File: config.mk
export PLATFORM = sky130hd
export DESIGN_NAME = aicfg_regs
export DESIGN_NICKNAME = d
export VERILOG_FILES = /design/src/rtl/aicfg_pkg.sv /design/src/rtl/aicfg_seq_fsm.sv /design/src/rtl/aicfg_gain_bank.sv /design/src/rtl/aicfg_trig_decode.sv /design/src/rtl/aicfg_regs.sv
export SDC_FILE = /design/constraint.sdc
export NUM_CORES = 1
export LEC_CHECK = 0
export BUFFER_PORTS_ARGS = -buffer_cell sky130_fd_sc_hd__buf_2
export CAP_MARGIN = 20
export CORE_MARGIN = 2
export CORE_UTILIZATION = 50
export DETAILED_ROUTE_END_ITERATION = 8
export HOLD_SLACK_MARGIN = 0.08
export PLACE_DENSITY = 0.82
export SETUP_SLACK_MARGIN = 0.3
export SLEW_MARGIN = 0
export SYNTH_ARGS = -nofsm -noshare
export SYNTH_HDL_FRONTEND = slang
export SYNTH_SLANG_ARGS = --single-unit
File: constraint.sdc
create_clock -name clk -period 3.48 [get_ports clk]
set_clock_uncertainty 0.1 [all_clocks]
set_input_delay 0.522 -clock clk [delete_from_list [all_inputs] [get_ports clk]]
set_output_delay 0.522 -clock clk [all_outputs]
set_load 0.005 [all_outputs]
File: src/rtl/aicfg_pkg.sv
package aicfg_pkg;
    typedef enum logic [1:0] {
        S_EMPTY = 2'd0,
        S_FILL  = 2'd1,
        S_FULL  = 2'd2,
        S_WIPE  = 2'd3
    } seq_state_e;

    typedef enum logic [1:0] {
        TS_MAIN = 2'd0,
        TS_EXT  = 2'd1,
        TS_AUX0 = 2'd2,
        TS_AUX1 = 2'd3
    } trig_src_e;

    localparam int ADDR_W   = 3;
    localparam logic [ADDR_W-1:0] A_PTR  = 3'd0;
    localparam logic [ADDR_W-1:0] A_GAIN = 3'd1;
    localparam logic [ADDR_W-1:0] A_WIPE = 3'd2;
    localparam logic [ADDR_W-1:0] A_TRIG = 3'd3;
    localparam logic [ADDR_W-1:0] A_ACQ  = 3'd4;
    localparam logic [ADDR_W-1:0] A_LEN  = 3'd5;

    localparam int TRIG_W   = 5;
    localparam int TCHAN_W  = 4;
endpackage

File: src/rtl/aicfg_seq_fsm.sv
module aicfg_seq_fsm
    import aicfg_pkg::*;
#(
    parameter int NCH   = 16,
    parameter int CH_W  = $clog2(NCH),
    parameter int LEN_W = $clog2(NCH + 1)
) (
    input  logic                  clk,
    input  logic                  rst_n,
    input  logic                  ptr_we,
    input  logic [CH_W-1:0]       ptr_wdata,
    input  logic                  wipe_req,
    output logic [CH_W-1:0]       ptr_q,
    output logic [LEN_W-1:0]      len_q,
    output logic [NCH*CH_W-1:0]   list_q,
    output logic                  wiping
);
    localparam logic [LEN_W-1:0] LAST_IDX = LEN_W'(NCH - 1);
    localparam logic [LEN_W-1:0] FULL_LEN = LEN_W'(NCH);

    seq_state_e state_q, state_d;
    logic       append;

    // state register
    always_ff @(posedge clk) begin
        if (!rst_n) state_q <= S_EMPTY;
        else        state_q <= state_d;
    end

    // next state
    always_comb begin
        state_d = state_q;
        unique case (state_q)
            S_EMPTY: if (wipe_req) state_d = S_WIPE;
                     else if (ptr_we) state_d = (NCH == 1) ? S_FULL : S_FILL;
            S_FILL:  if (wipe_req) state_d = S_WIPE;
                     else if (ptr_we && len_q == LAST_IDX) state_d = S_FULL;
            S_FULL:  if (wipe_req) state_d = S_WIPE;
            S_WIPE:  state_d = S_EMPTY;
        endcase
    end

    // outputs of the machine
    always_comb begin
        append = 1'b0;
        wiping = 1'b0;
        unique case (state_q)
            S_EMPTY, S_FILL: append = ptr_we;
            S_FULL:          append = 1'b0;
            S_WIPE:          wiping = 1'b1;
        endcase
    end

    always_ff @(posedge clk) begin
        if (!rst_n) begin
            ptr_q <= '0;
        end else if (ptr_we && !wiping) begin
            ptr_q <= ptr_wdata;
        end
    end

    always_ff @(posedge clk) begin
        if (!rst_n || wiping) len_q <= '0;
        else if (append)      len_q <= len_q + 1'b1;
    end

    for (genvar i = 0; i < NCH; i++) begin : g_entry
        always_ff @(posedge clk) begin
            if (!rst_n || wiping)
                list_q[i*CH_W +: CH_W] <= '0;
            else if (append && len_q == LEN_W'(i))
                list_q[i*CH_W +: CH_W] <= ptr_wdata;
        end
    end

    a_r3_len_bound: assert property (@(posedge clk) disable iff (!rst_n)
        len_q <= FULL_LEN);
    a_r2_append_step: assert property (@(posedge clk) disable iff (!rst_n)
        (ptr_we && (state_q == S_EMPTY || state_q == S_FILL)) |=> (len_q == $past(len_q) + 1'b1));
    a_r3_full_hold: assert property (@(posedge clk) disable iff (!rst_n)
        (state_q == S_FULL && !wipe_req) |=> $stable(len_q) && $stable(list_q));
    a_r5_wipe_once: assert property (@(posedge clk) disable iff (!rst_n)
        (state_q == S_WIPE) |=> (state_q == S_EMPTY && len_q == '0));
endmodule

File: src/rtl/aicfg_gain_bank.sv
module aicfg_gain_bank #(
    parameter int NCH    = 16,
    parameter int CH_W   = $clog2(NCH),
    parameter int GAIN_W = 2
) (
    input  logic                  clk,
    input  logic                  rst_n,
    input  logic                  we,
    input  logic [CH_W-1:0]       sel,
    input  logic [GAIN_W-1:0]     wdata,
    input  logic                  wipe,
    output logic [NCH*GAIN_W-1:0] gains,
    output logic [GAIN_W-1:0]     rd_gain
);
    for (genvar c = 0; c < NCH; c++) begin : g_chan
        always_ff @(posedge clk) begin
            if (!rst_n || wipe)
                gains[c*GAIN_W +: GAIN_W] <= '0;
            else if (we && sel == CH_W'(c))
                gains[c*GAIN_W +: GAIN_W] <= wdata;
        end
    end

    assign rd_gain = gains[sel*GAIN_W +: GAIN_W];

    a_r5_gains_cleared: assert property (@(posedge clk) disable iff (!rst_n)
        wipe |=> (gains == '0));
    a_r4_gain_lands: assert property (@(posedge clk) disable iff (!rst_n)
        (we && !wipe) |=> (gains[$past(sel)*GAIN_W +: GAIN_W] == $past(wdata)));
endmodule

File: src/rtl/aicfg_trig_decode.sv
module aicfg_trig_decode
    import aicfg_pkg::*;
(
    input  logic [TRIG_W-1:0]  sel,
    output logic [1:0]         src,
    output logic [TCHAN_W-1:0] chan
);
    trig_src_e grp;
    assign grp = trig_src_e'(sel[4:3]);
    assign src = sel[4:3];

    always_comb begin
        unique case (grp)
            TS_MAIN:          chan = {1'b0, sel[2:0]};
            TS_EXT:           chan = {1'b1, sel[2:0]};
            TS_AUX0, TS_AUX1: chan = '0;
        endcase
    end
endmodule

File: src/rtl/aicfg_regs.sv
module aicfg_regs
    import aicfg_pkg::*;
#(
    parameter int NCH    = 16,
    parameter int GAIN_W = 2,
    parameter int DATA_W = 8
) (
    input  logic                                  clk,
    input  logic                                  rst_n,
    input  logic                                  bus_wr,
    input  logic [2:0]                            bus_addr,
    input  logic [7:0]                            bus_wdata,
    output logic [7:0]                            bus_rdata,
    input  logic                                  ext_present,
    output logic [NCH*$clog2(NCH)-1:0]            scan_list,
    output logic [$clog2(NCH+1)-1:0]              scan_len,
    output logic [NCH*GAIN_W-1:0]                 chan_gain,
    output logic [1:0]                            trig_src,
    output logic [3:0]                            trig_chan,
    output logic                                  acq_last
);
    localparam int CH_W  = $clog2(NCH);
    localparam int LEN_W = $clog2(NCH + 1);

    logic              ptr_we, gain_we, wipe_req, trig_we, acq_we;
    logic              wiping;
    logic [CH_W-1:0]   ptr_q;
    logic [GAIN_W-1:0] rd_gain;
    logic [TRIG_W-1:0] trig_q;
    logic [DATA_W-1:0] wd;
    logic              unused_wd;

    assign wd        = bus_wdata[DATA_W-1:0];
    assign unused_wd = ^wd;

    assign ptr_we   = bus_wr && bus_addr == A_PTR;
    assign gain_we  = bus_wr && bus_addr == A_GAIN && !wiping;
    assign wipe_req = bus_wr && bus_addr == A_WIPE && wd[0];
    assign trig_we  = bus_wr && bus_addr == A_TRIG;
    assign acq_we   = bus_wr && bus_addr == A_ACQ && wd[0];

    aicfg_seq_fsm #(.NCH(NCH), .CH_W(CH_W), .LEN_W(LEN_W)) u_seq (
        .clk       (clk),
        .rst_n     (rst_n),
        .ptr_we    (ptr_we),
        .ptr_wdata (wd[CH_W-1:0]),
        .wipe_req  (wipe_req),
        .ptr_q     (ptr_q),
        .len_q     (scan_len),
        .list_q    (scan_list),
        .wiping    (wiping)
    );

    aicfg_gain_bank #(.NCH(NCH), .CH_W(CH_W), .GAIN_W(GAIN_W)) u_gain (
        .clk     (clk),
        .rst_n   (rst_n),
        .we      (gain_we),
        .sel     (ptr_q),
        .wdata   (wd[GAIN_W-1:0]),
        .wipe    (wiping),
        .gains   (chan_gain),
        .rd_gain (rd_gain)
    );

    always_ff @(posedge clk) begin
        if (!rst_n) begin
            trig_q   <= '0;
            acq_last <= 1'b0;
        end else begin
            if (trig_we) trig_q <= wd[TRIG_W-1:0];
            acq_last <= acq_we;
        end
    end

    aicfg_trig_decode u_trig (
        .sel  (trig_q),
        .src  (trig_src),
        .chan (trig_chan)
    );

    always_comb begin
        bus_rdata = '0;
        unique case (bus_addr)
            A_PTR:   bus_rdata[CH_W-1:0]   = ptr_q;
            A_GAIN:  bus_rdata[GAIN_W-1:0] = rd_gain;
            A_WIPE:  bus_rdata[0]          = wiping;
            A_TRIG:  bus_rdata[TRIG_W-1:0] = trig_q;
            A_ACQ:   bus_rdata[1]          = ext_present;
            A_LEN:   bus_rdata[LEN_W-1:0]  = scan_len;
            default: bus_rdata = '0;
        endcase
    end

    a_r9_marker_follows_write: assert property (@(posedge clk) disable iff (!rst_n)
        acq_we |=> acq_last);
    a_r9_marker_needs_write: assert property (@(posedge clk) disable iff (!rst_n)
        !acq_we |=> !acq_last);
    a_r8_aux_no_chan: assert property (@(posedge clk) disable iff (!rst_n)
        trig_src[1] |-> (trig_chan == '0));
    a_r6_drop_in_wipe: assert property (@(posedge clk) disable iff (!rst_n)
        wiping |=> (scan_len == '0 && chan_gain == '0));
endmodule

==> summary.txt <==
Outcome: finished clean
Routed len/inst: 17.1 um
Routability cong.: 0.866
Via density: 5.50
RSZ-0062 raised after global routing: false
Data arrival, critical path: 2.40 ns
Register area: 2260 um2
Core region area: 10200 um2
Post-DRT Antenna Nets: 0
Worst-Margin Slew: 0.980 ns
Setup bufs post-CTS: 0
Final period utilization: 86.9%
Max Slew Vio Count: 0
Fillers: 804
Slew headroom: 33.7%
Yosys top cell area share: 43.5%
GRT overflow: 0
RR Endpoint: u_gain.gains[26]
Post-CTS sizing: 0
Crit path kind: reg2out
Drt total wl: 13200 um
Die area: 11200 um2
Buf+Inv Stages, Crit Path: 1
Netlist Area Pre-Place: 5210 um2
Post-synth EDFFs: 0
Prevailing post-synth register cell: dfxtp_1
CTS Buf Count: 17
Avg Cell Area, Syn: 9.97 um2
Leakage: 0.00295 uW
Worst-path clk slew: 0.06 ns
CP Cell Sequence: mux4_2 > mux2_2 > a211o_1 > buf_2
Pin count of the biggest net entering global routing: 70
Hold Path Class: in2reg
Multi-input gate area: 2730 um2
Clock Path Buffers: 2
# rows: 37
HPWL after DPL: 8820 um
Most common cell in the netlist: dfxtp_1
Max rail drop VDD: 0.000302 V
Register bit total from synthesis: 113
Largest cells by area after synthesis: dfxtp_1 43%, mux2i_1 20%, nor2_1 5.3%
Clock latency on the worst-skew pair: 0.51 ns
Final setup viols: 0
Total Routing Usage GR: 23.7%
Post-Synthesis Cells: 522
Area Overhead vs Synth: 24.0%
Seq/Total Area, Yosys: 43.5%
R2R Setup Slk: 0.93 ns
Min-Delay Path Depth: 3
Length of the first detailed-routing pass in iterations: 7
Hold bufs inserted after CTS: 0
Hold Fails Final Rpt: 0
I/O Buffers: 124
CP Launch Type: register
Number of I/O pins: 131
CTS tree: done
Synth unique cells: 45
H-tree Lvls: 4
Asr flop ratio synth: 0%
R2R depth: 5
Initial antenna violation count: 0
Max Cap Violations: 0
# nets final: 649
Yosys top cell by area: dfxtp_1
Power density over the cells: 524 nW/um2
HP Start: bus_wdata[4]
Die X: 106 um
Worst Hold End: trig_q[4]
Dpl cells: 742
Initial Utilization: 50.9%
Vias: 4252
Non-Filler Instances: 773
CP max FO: 10
First-pass GRT wire length: 21100 um
Fin Setup TNS: 0 ns
Vias in the first global route: 4200
Req. time, crit path: 2.86 ns
Pwr Total: 3390 uW
First DRT Iteration DRCs: 268
Achievable Freq: 0.331 GHz
Diodes inserted: 0
Slowest cell on crit path: dfxtp_1
Critical path's top delay family: multiplexers
Minimum clock period: 3.03 ns
Synth warnings: 0
Clock sinks: 113
Crit. End Element: primary output
R2r startpoint: u_seq.state_q[0]
Layout cell share with drive strength beyond 1: 29.0%
Synth cell count leaders: 113 x dfxtp_1, 102 x mux2i_1, 73 x nor2_1
CTS root buf: clkbuf_8
Die height: 106 um
Crit path largest cell delay: 0.60 ns
Hold WS: 0.180 ns
Remaining routing DRC violations: 0
## per-stage QoR
stage / area [um2] / setup slack (ns) / utilization, %
2_1_floorplan: 5210 / 1.15 / -
3_3_place_gp: 5840 / 0.794 / 57.1
3_5_place_dp: 5840 / 0.753 / 57.1
4_1_cts: 6460 / 0.429 / 63.1
5_1_grt: 6460 / 0.331 / 63.1
6_report: 6460 / 0.455 / 63.1
## tightest hold or removal path, stage by stage
cell and delay [ns]:
buf_2 0.08, mux2i_1 0.05, nor2b_1 0.10
## registers in the layout, summed over array words and instances, names as in the netlist
signal         cells
acq_last           1
trig_q             5
u_gain.gains      32
u_seq.len_q        5
u_seq.list_q      64
u_seq.ptr_q        4
u_seq.state_q      2
## layout make-up
| type | count | share of cell area (%) |
|---|---|---|
| multi-input cells | 359 | 42.3 |
| flip-flops and latches | 113 | 35.0 |
| repair buffers | 129 | 10.2 |
| clock buffers | 17 | 6.41 |
| clock inverters | 14 | 3.18 |
| well taps | 136 | 2.64 |
| inverters | 5 | 0.291 |
## kinds of logic (layout without fill, tap and decap cells)
group / after synthesis / after routing / share of synthesized area, %
and+or+nand+nor: 198 / 198 / 21.5
muxes: 113 / 113 / 23.7
DFF: 113 / 113 / 43.5
buffers and inverters: 52 / 165 / 4.42
AOI/OAI and AO/OA: 33 / 33 / 4.18
adders and majority gates: 9 / 9 / 2.16
xor gates and xnor gates: 3 / 3 / 0.505
other: 1 / 3 / 0.0720
## worst max path at each step
stage	start	endpoint	slack [ns]	cells past startpoint
after floorplan	bus_addr[0]	u_seq.list_q[12]	1.15	7
after global placement	bus_addr[2]	u_seq.list_q[21]	0.79	6
after detailed placement	bus_addr[2]	u_seq.list_q[17]	0.75	6
after CTS	u_seq.ptr_q[1]	bus_rdata[0]	0.43	5
after global routing	u_seq.ptr_q[0]	bus_rdata[1]	0.33	5
final	u_seq.ptr_q[3]	bus_rdata[1]	0.45	4
## report_power, final
part           total, uW  internal (uW)  switching, uW
Clock               1800           1170            634
Sequential          1320           1310           17.5
Combinational        259           78.5            180
Total               3390           2550            832
## layer usage
metal	GRT usage, %	routed length, um
met4	8.93	264
met5	0	0
met2	39.4	6670
met1	29.0	5310
met3	6.93	970
## cell usage in the layout, fill, tap and decap left out, drive strengths merged, types with 4 or more instances in the layout
master / count
nor2: 73
nor4b: 4
buf: 129
nand2b: 10
mux4: 8
ha: 9
clkbuf: 17
nand2: 58
nor4: 12
dfxtp: 113
inv: 8
mux2i: 102
nor2b: 12
o21ai: 9
bufinv: 4
a22oi: 4
nand3: 7
or4b: 5
a21oi: 5
a21boi: 4
clkinv: 5
Power figures use the tool's default switching activity.
